[config.mk]
export PLATFORM = sky130hd
export DESIGN_NAME = exc_entry_unit
export DESIGN_NICKNAME = d
export VERILOG_FILES = /design/src/rtl/exc_entry_pkg.sv /design/src/rtl/exc_vec_group_sel.sv /design/src/rtl/exc_psw_build.sv /design/src/rtl/exc_vec_addr.sv /design/src/rtl/exc_entry_unit.sv
export SDC_FILE = /design/constraint.sdc
export NUM_CORES = 1
export LEC_CHECK = 0
export BUFFER_PORTS_ARGS = -buffer_cell sky130_fd_sc_hd__buf_2
export CAP_MARGIN = 20
export CORE_AREA = 2 2 166 168
export DETAILED_ROUTE_END_ITERATION = 12
export DIE_AREA = 0 0 168 170
export PLACE_DENSITY = 0.51
export SYNTH_ARGS = -nofsm -noshare
export SYNTH_HDL_FRONTEND = slang
export SYNTH_SLANG_ARGS = --single-unit
[constraint.sdc]
create_clock -name clk -period 3.8 [get_ports clk]
set_input_delay 0.95 -clock clk [delete_from_list [all_inputs] [get_ports clk]]
set_output_delay 0.95 -clock clk [all_outputs]
set_load 0.02 [all_outputs]
[src/rtl/exc_entry_pkg.sv]
package exc_entry_pkg;

    localparam int PSW_W = 32;

    typedef enum logic [1:0] {
        EXC_SYNC  = 2'd0,
        EXC_IRQ   = 2'd1,
        EXC_FIQ   = 2'd2,
        EXC_SERR  = 2'd3
    } exc_kind_e;

    typedef enum logic [1:0] {
        GRP_CUR_SP0 = 2'd0,
        GRP_CUR_SPX = 2'd1,
        GRP_LOW_64  = 2'd2,
        GRP_LOW_32  = 2'd3
    } vec_group_e;

    // State word, most significant field first
    typedef struct packed {
        logic       n;
        logic       z;
        logic       c;
        logic       v;
        logic [1:0] rsv_hi;
        logic       tco;
        logic       dit;
        logic       uao;
        logic       pan;
        logic       ss;
        logic       il;
        logic [6:0] rsv_mid;
        logic       ssbs;
        logic [1:0] btype;
        logic       d;
        logic       a;
        logic       i;
        logic       f;
        logic       rsv_lo;
        logic       aa32;
        logic [3:0] m;
    } psw_t;

    localparam int GRP_SHIFT  = 9;
    localparam int KIND_SHIFT = 7;
    localparam int VOFF_W     = GRP_SHIFT + 2;

    function automatic logic [4:0] target_mode_code(input logic [1:0] el);
        return {1'b0, el, 1'b0, 1'b1};
    endfunction

    function automatic logic [VOFF_W-1:0] vec_offset(input vec_group_e g,
                                                     input exc_kind_e k);
        logic [VOFF_W-1:0] o;
        o = '0;
        o[GRP_SHIFT +: 2]  = g;
        o[KIND_SHIFT +: 2] = k;
        return o;
    endfunction

endpackage

[src/rtl/exc_vec_group_sel.sv]
module exc_vec_group_sel
    import exc_entry_pkg::*;
(
    input  logic [4:0]  src_mode,
    input  logic [1:0]  tgt_el,
    output vec_group_e  group
);
    logic [4:0] tgt_code;

    always_comb begin
        tgt_code = target_mode_code(tgt_el);
        if (src_mode == tgt_code)
            group = GRP_CUR_SPX;
        else if ((src_mode | 5'b00001) == tgt_code)
            group = GRP_CUR_SP0;
        else if (!src_mode[4])
            group = GRP_LOW_64;
        else
            group = GRP_LOW_32;
    end
endmodule

[src/rtl/exc_psw_build.sv]
module exc_psw_build
    import exc_entry_pkg::*;
#(
    parameter int SCTLR_W   = 64,
    parameter int SPAN_BIT  = 23,
    parameter int DSSBS_BIT = 44
) (
    input  psw_t               old_psw,
    input  logic [SCTLR_W-1:0] sctlr,
    input  logic               mte_present,
    input  logic [1:0]         tgt_el,
    output psw_t               new_psw
);
    always_comb begin
        new_psw       = '0;
        new_psw.n     = old_psw.n;
        new_psw.z     = old_psw.z;
        new_psw.c     = old_psw.c;
        new_psw.v     = old_psw.v;
        new_psw.dit   = old_psw.dit;
        new_psw.tco   = mte_present;
        new_psw.pan   = old_psw.pan | ~sctlr[SPAN_BIT];
        new_psw.ssbs  = sctlr[DSSBS_BIT];
        new_psw.d     = 1'b1;
        new_psw.a     = 1'b1;
        new_psw.i     = 1'b1;
        new_psw.f     = 1'b1;
        new_psw.aa32  = 1'b0;
        new_psw.m     = target_mode_code(tgt_el)[3:0];
    end
endmodule

[src/rtl/exc_vec_addr.sv]
module exc_vec_addr
    import exc_entry_pkg::*;
#(
    parameter int XLEN = 64
) (
    input  logic [XLEN-1:0] vbar,
    input  vec_group_e      group,
    input  exc_kind_e       kind,
    output logic [XLEN-1:0] handler_pc
);
    logic [VOFF_W-1:0] off;

    always_comb begin
        off        = vec_offset(group, kind);
        handler_pc = vbar + XLEN'(off);
    end
endmodule

[src/rtl/exc_entry_unit.sv]
module exc_entry_unit
    import exc_entry_pkg::*;
#(
    parameter int XLEN      = 64,
    parameter int SCTLR_W   = 64,
    parameter int SPAN_BIT  = 23,
    parameter int DSSBS_BIT = 44
) (
    input  logic               clk,
    input  logic               rst,
    input  logic               take,
    input  logic [XLEN-1:0]    cur_pc,
    input  logic [PSW_W-1:0]   cur_psw,
    input  logic [1:0]         tgt_el,
    input  logic [1:0]         exc_kind,
    input  logic [XLEN-1:0]    vbar,
    input  logic [SCTLR_W-1:0] sctlr,
    input  logic               mte_present,
    output logic [XLEN-1:0]    link_pc,
    output logic [PSW_W-1:0]   saved_psw,
    output logic [PSW_W-1:0]   next_psw,
    output logic [XLEN-1:0]    next_pc
);
    vec_group_e       grp;
    psw_t             built_psw;
    logic [XLEN-1:0]  built_pc;
    exc_kind_e        kind;

    assign kind = exc_kind_e'(exc_kind);

    exc_vec_group_sel u_grp (
        .src_mode (cur_psw[4:0]),
        .tgt_el   (tgt_el),
        .group    (grp)
    );

    exc_psw_build #(
        .SCTLR_W   (SCTLR_W),
        .SPAN_BIT  (SPAN_BIT),
        .DSSBS_BIT (DSSBS_BIT)
    ) u_psw (
        .old_psw     (psw_t'(cur_psw)),
        .sctlr       (sctlr),
        .mte_present (mte_present),
        .tgt_el      (tgt_el),
        .new_psw     (built_psw)
    );

    exc_vec_addr #(.XLEN(XLEN)) u_addr (
        .vbar       (vbar),
        .group      (grp),
        .kind       (kind),
        .handler_pc (built_pc)
    );

    always_ff @(posedge clk) begin
        if (rst) begin
            link_pc   <= '0;
            saved_psw <= '0;
            next_psw  <= '0;
            next_pc   <= '0;
        end else if (take) begin
            link_pc   <= cur_pc;
            saved_psw <= cur_psw;
            next_psw  <= built_psw;
            next_pc   <= built_pc;
        end
    end

    assert_hold_R2: assert property (@(posedge clk) disable iff (rst)
        !take |=> ($stable(link_pc) && $stable(saved_psw) &&
                   $stable(next_psw) && $stable(next_pc)));

    assert_link_R3: assert property (@(posedge clk) disable iff (rst)
        take |=> (link_pc == $past(cur_pc) && saved_psw == $past(cur_psw)));

    assert_align_R5: assert property (@(posedge clk) disable iff (rst)
        take |=> (next_pc[6:0] == $past(vbar[6:0])));

    assert_pan_R8: assert property (@(posedge clk) disable iff (rst)
        (take && !sctlr[SPAN_BIT]) |=> next_psw[22]);

    assert_clear_R9: assert property (@(posedge clk) disable iff (rst)
        take |=> (next_psw[23] == 1'b0 && next_psw[21:20] == 2'b00 &&
                  next_psw[11:10] == 2'b00));

    assert_mask_R10: assert property (@(posedge clk) disable iff (rst)
        take |=> (next_psw[9:6] == 4'hF &&
                  next_psw[4:0] == {1'b0, $past(tgt_el), 2'b01}));

endmodule

==> results by group <==
Detailed routing
  – 1st-pass router iterations: 4
  – DR vias/cell: 4.58
  – Wire per inst: around 16 µm
  – Via Count: 6,640
  – Final wirelength: 22.7 mm
  – DRT iter0 DRCs: 296
  – Drt drc: 0
  – Post-route ant nets: 0

STA
  – Unrepaired setup endpoints after global routing: false
  – Max Slew Vio Count: 0
  – Final worst slack: 478 ps
  – Tcrit/Tclk final: 0.874
  – Final count of negative-setup-slack endpoints: 0
  – FMAX: 301 MHz
  – Final Hold Viols: 0
  – Min cycle time layout: 3320 ps
  – Clock Skews: 0 ps
  – Hold slack: 481 ps
  – Setup TNS: 0 ps
  – Rel. slew slack: 0.569
  – Worst Max-Slew Pin Slew: about 650 ps

Floorplanning
  – Row cnt: 60
  – Die Y-Extent: 170 µm
  – Core Region: between 20,000 and 30,000 µm²
  – Die ar.: around 29,000 µm²
  – Die W: 168 µm
  – Starting Density: 0.273
  – I/O pin count: ~420

Hold path
  – Hold Path Depth: 2
  – Worst Hold Class: flip-flop to flip-flop

Finish
  – Final Instance Count excl. Fillers: around 1,500
  – # nets final: 1,333
  – Final Instance Area: ~10000 µm²
  – Layout Utilization: 0.367
  – Share of cells above drive strength 1: 0.353
  – Area Growth Syn to Fin: 34.5%

Pwr
  – Cell Pwr Density: roughly 450 nW/µm²
  – P_leak: 4.73 nW
  – Power, Total: 4.37 mW
  – Peak VDD IR: 265 µV

Setup path
  – Worst Path Required: 4130 ps
  – R2R depth: 3
  – R2R setup slack: approximately 3000 ps
  – Crit path max fanout: 12
  – Critical Path Start Type: primary input
  – Kind of critical path: primary input to flip-flop
  – Worst path arrival time: about 3700 ps
  – Critical Path End Type: flip-flop

Global routing
  – Remaining Overflow, GRT: 0
  – GRT Util Overall: 0.155
  – Largest net degree at the start of global routing: between 80 and 90
  – First-pass GRT wire length: 34.9 mm
  – Initial antenna violation count: 2
  – Vias in the first global route: 6,310

Synth
  – Post-synth EDFFs: 0
  – Ys async rst share: 0
  – FF+latch count, synth: ~170
  – Post-synthesis sequential area ratio: 0.457
  – Largest area contributor in the netlist: dfxtp_1
  – Synth warn: 0
  – Cell Area, Synth: 7270 µm²
  – Post-Synthesis Cells: 786
  – Top-area cell type share of the netlist area: 0.457
  – Ys flop type: dfxtp_1
  – Synth top area cells: dfxtp_1 46%, mux2i_1 15%, nor2_1 8.9%, a311oi_1 3.1%, xor2_1 3.1%
  – Synth cell types: 43
  – Syn Area/Cell: ~9.2 µm²

Placement
  – Worst Setup Slack post-DPL: -37.6 ps
  – Post-DP HPWL: 16.7 mm
  – Dpl cell area: between 9000 and 10,000 µm²
  – Placed Instances: around 1,400
  – Port buffer count: 344
  – Gpl congestion: 0.765

Clocking
  – Post-CTS setup buffer count: 0
  – Clock latency at the later pin of the worst-skew pair: 420 ps
  – CTS Root Cell: clkbuf_16
  – Post-cts resize count: 0
  – Hold buffer count at cts: 0
  – Reg clk slew, reported paths: 70 ps
  – TritonCTS clock tree: built
  – CTS Buf Count: 17
  – # clock sinks: 166
  – H-tree depth: 4
  – CTS Buffer Depth: 2

Outcome
  – Status: finished, final reports clean

Job
  – Max Cap Viol: 0
routing by layer:
layer / up-vias / GRT usage / part of all wire
met5: - / 0 / 0
met4: 0 / 0.0321 / 0.0074
met3: 9 / 0.0505 / 0.076
met2: 217 / 0.264 / 0.48
met1: 3038 / 0.193 / 0.44
li1: 3376 / - / -
cells by family (layout without fill, tap and decap cells):
kind of cell,after synthesis,in the layout,synth area share
other,1,18,0.000516
DFF,166,166,0.457
adders and majority gates,5,5,0.00964
AOI/OAI and AO/OA,88,88,0.0892
and+or+nand+nor,297,297,0.196
muxes,112,112,0.154
xor gates and xnor gates,28,28,0.0337
buffers and inverters,89,396,0.0597
state kept, by name (all words and copies together), names as in the netlist:
name	flops
saved_psw	32
next_pc	64
next_psw	6
link_pc	64
where the power goes:
part	switching [mW]	leakage, nW	total (mW)	internal (mW)
clock network	0.857	0.282	1.74	0.884
logic	0.446	3.07	0.723	0.277
registers	0.0564	1.37	1.91	1.85
synthesized netlist by cell type, types with 2 or more instances:
cell type	n
xor2_1	26
clkbuf_1	44
nor4_4	2
nor3b_1	2
and4_1	7
or3_1	11
inv_1	11
nand3_1	24
nor2_1	172
ha_1	4
o21ai_0	14
a21oi_1	5
xnor2_1	2
nor4_1	3
or3b_2	2
a211oi_1	24
nor3_1	2
buf_2	2
buf_4	26
nand4_1	23
or4_1	14
mux2i_1	112
and3_1	8
dfxtp_1	166
a311oi_1	26
nand2_1	20
o31ai_1	13
buf_1	6
cells in the final DEF (no fill, tap or decap), types with 2 or more instances in the layout:
cell type | netlist | final
buf_2 | 2 | 342
nor2_1 | 172 | 172
dfxtp_1 | 166 | 166
mux2i_1 | 112 | 112
xor2_1 | 26 | 26
a311oi_1 | 26 | 26
nand3_1 | 24 | 24
a211oi_1 | 24 | 24
nand4_1 | 23 | 23
nand2_1 | 20 | 20
conb_1 | 1 | 17
clkbuf_16 | 0 | 17
or4_1 | 14 | 14
o21ai_0 | 14 | 14
o31ai_1 | 13 | 13
inv_1 | 11 | 11
or3_1 | 11 | 11
and3_1 | 8 | 8
buf_4 | 26 | 8
and4_1 | 7 | 7
a21oi_1 | 5 | 5
ha_1 | 4 | 4
inv_8 | 0 | 4
inv_6 | 0 | 4
nor4_1 | 3 | 3
clkinv_8 | 0 | 3
nor3_1 | 2 | 2
or3b_2 | 2 | 2
nor3b_1 | 2 | 2
nor4_4 | 2 | 2
xnor2_1 | 2 | 2
clkinv_4 | 0 | 2
layout make-up:
type | count | area [µm²]
Fill cell | 2820 | 16900
Timing Repair Buffer | 353 | 1820
Antenna cell | 1 | 2.50
Clock buffer | 18 | 429
Multi-Input combinational cell | 547 | 3580
Tap cell | 341 | 427
Inverter | 11 | 41.3
Sequential cell | 166 | 3320
Clock inverter | 14 | 154
path summary, 6_finish.rpt:
path	from	to
hold reg to reg	next_pc[55]$_SDFFE_PP0P_	next_pc[55]$_SDFFE_PP0P_
setup reg to reg	next_pc[62]$_SDFFE_PP0P_	next_pc[62]$_SDFFE_PP0P_
hold / removal	next_pc[55]$_SDFFE_PP0P_	next_pc[55]$_SDFFE_PP0P_
setup / recovery	tgt_el[0]	next_pc[52]$_SDFFE_PP0P_
worst max-delay path, cell delays in order:
cell      delay [ps]
buf_2            110
xor2_1           150
nor3_1           290
nand2b_1         100
ha_1             370
nand3_1          110
o22ai_2          360
nand2_1          430
or4_1            530
a311oi_1         240
Power figures use the tool's default switching activity.
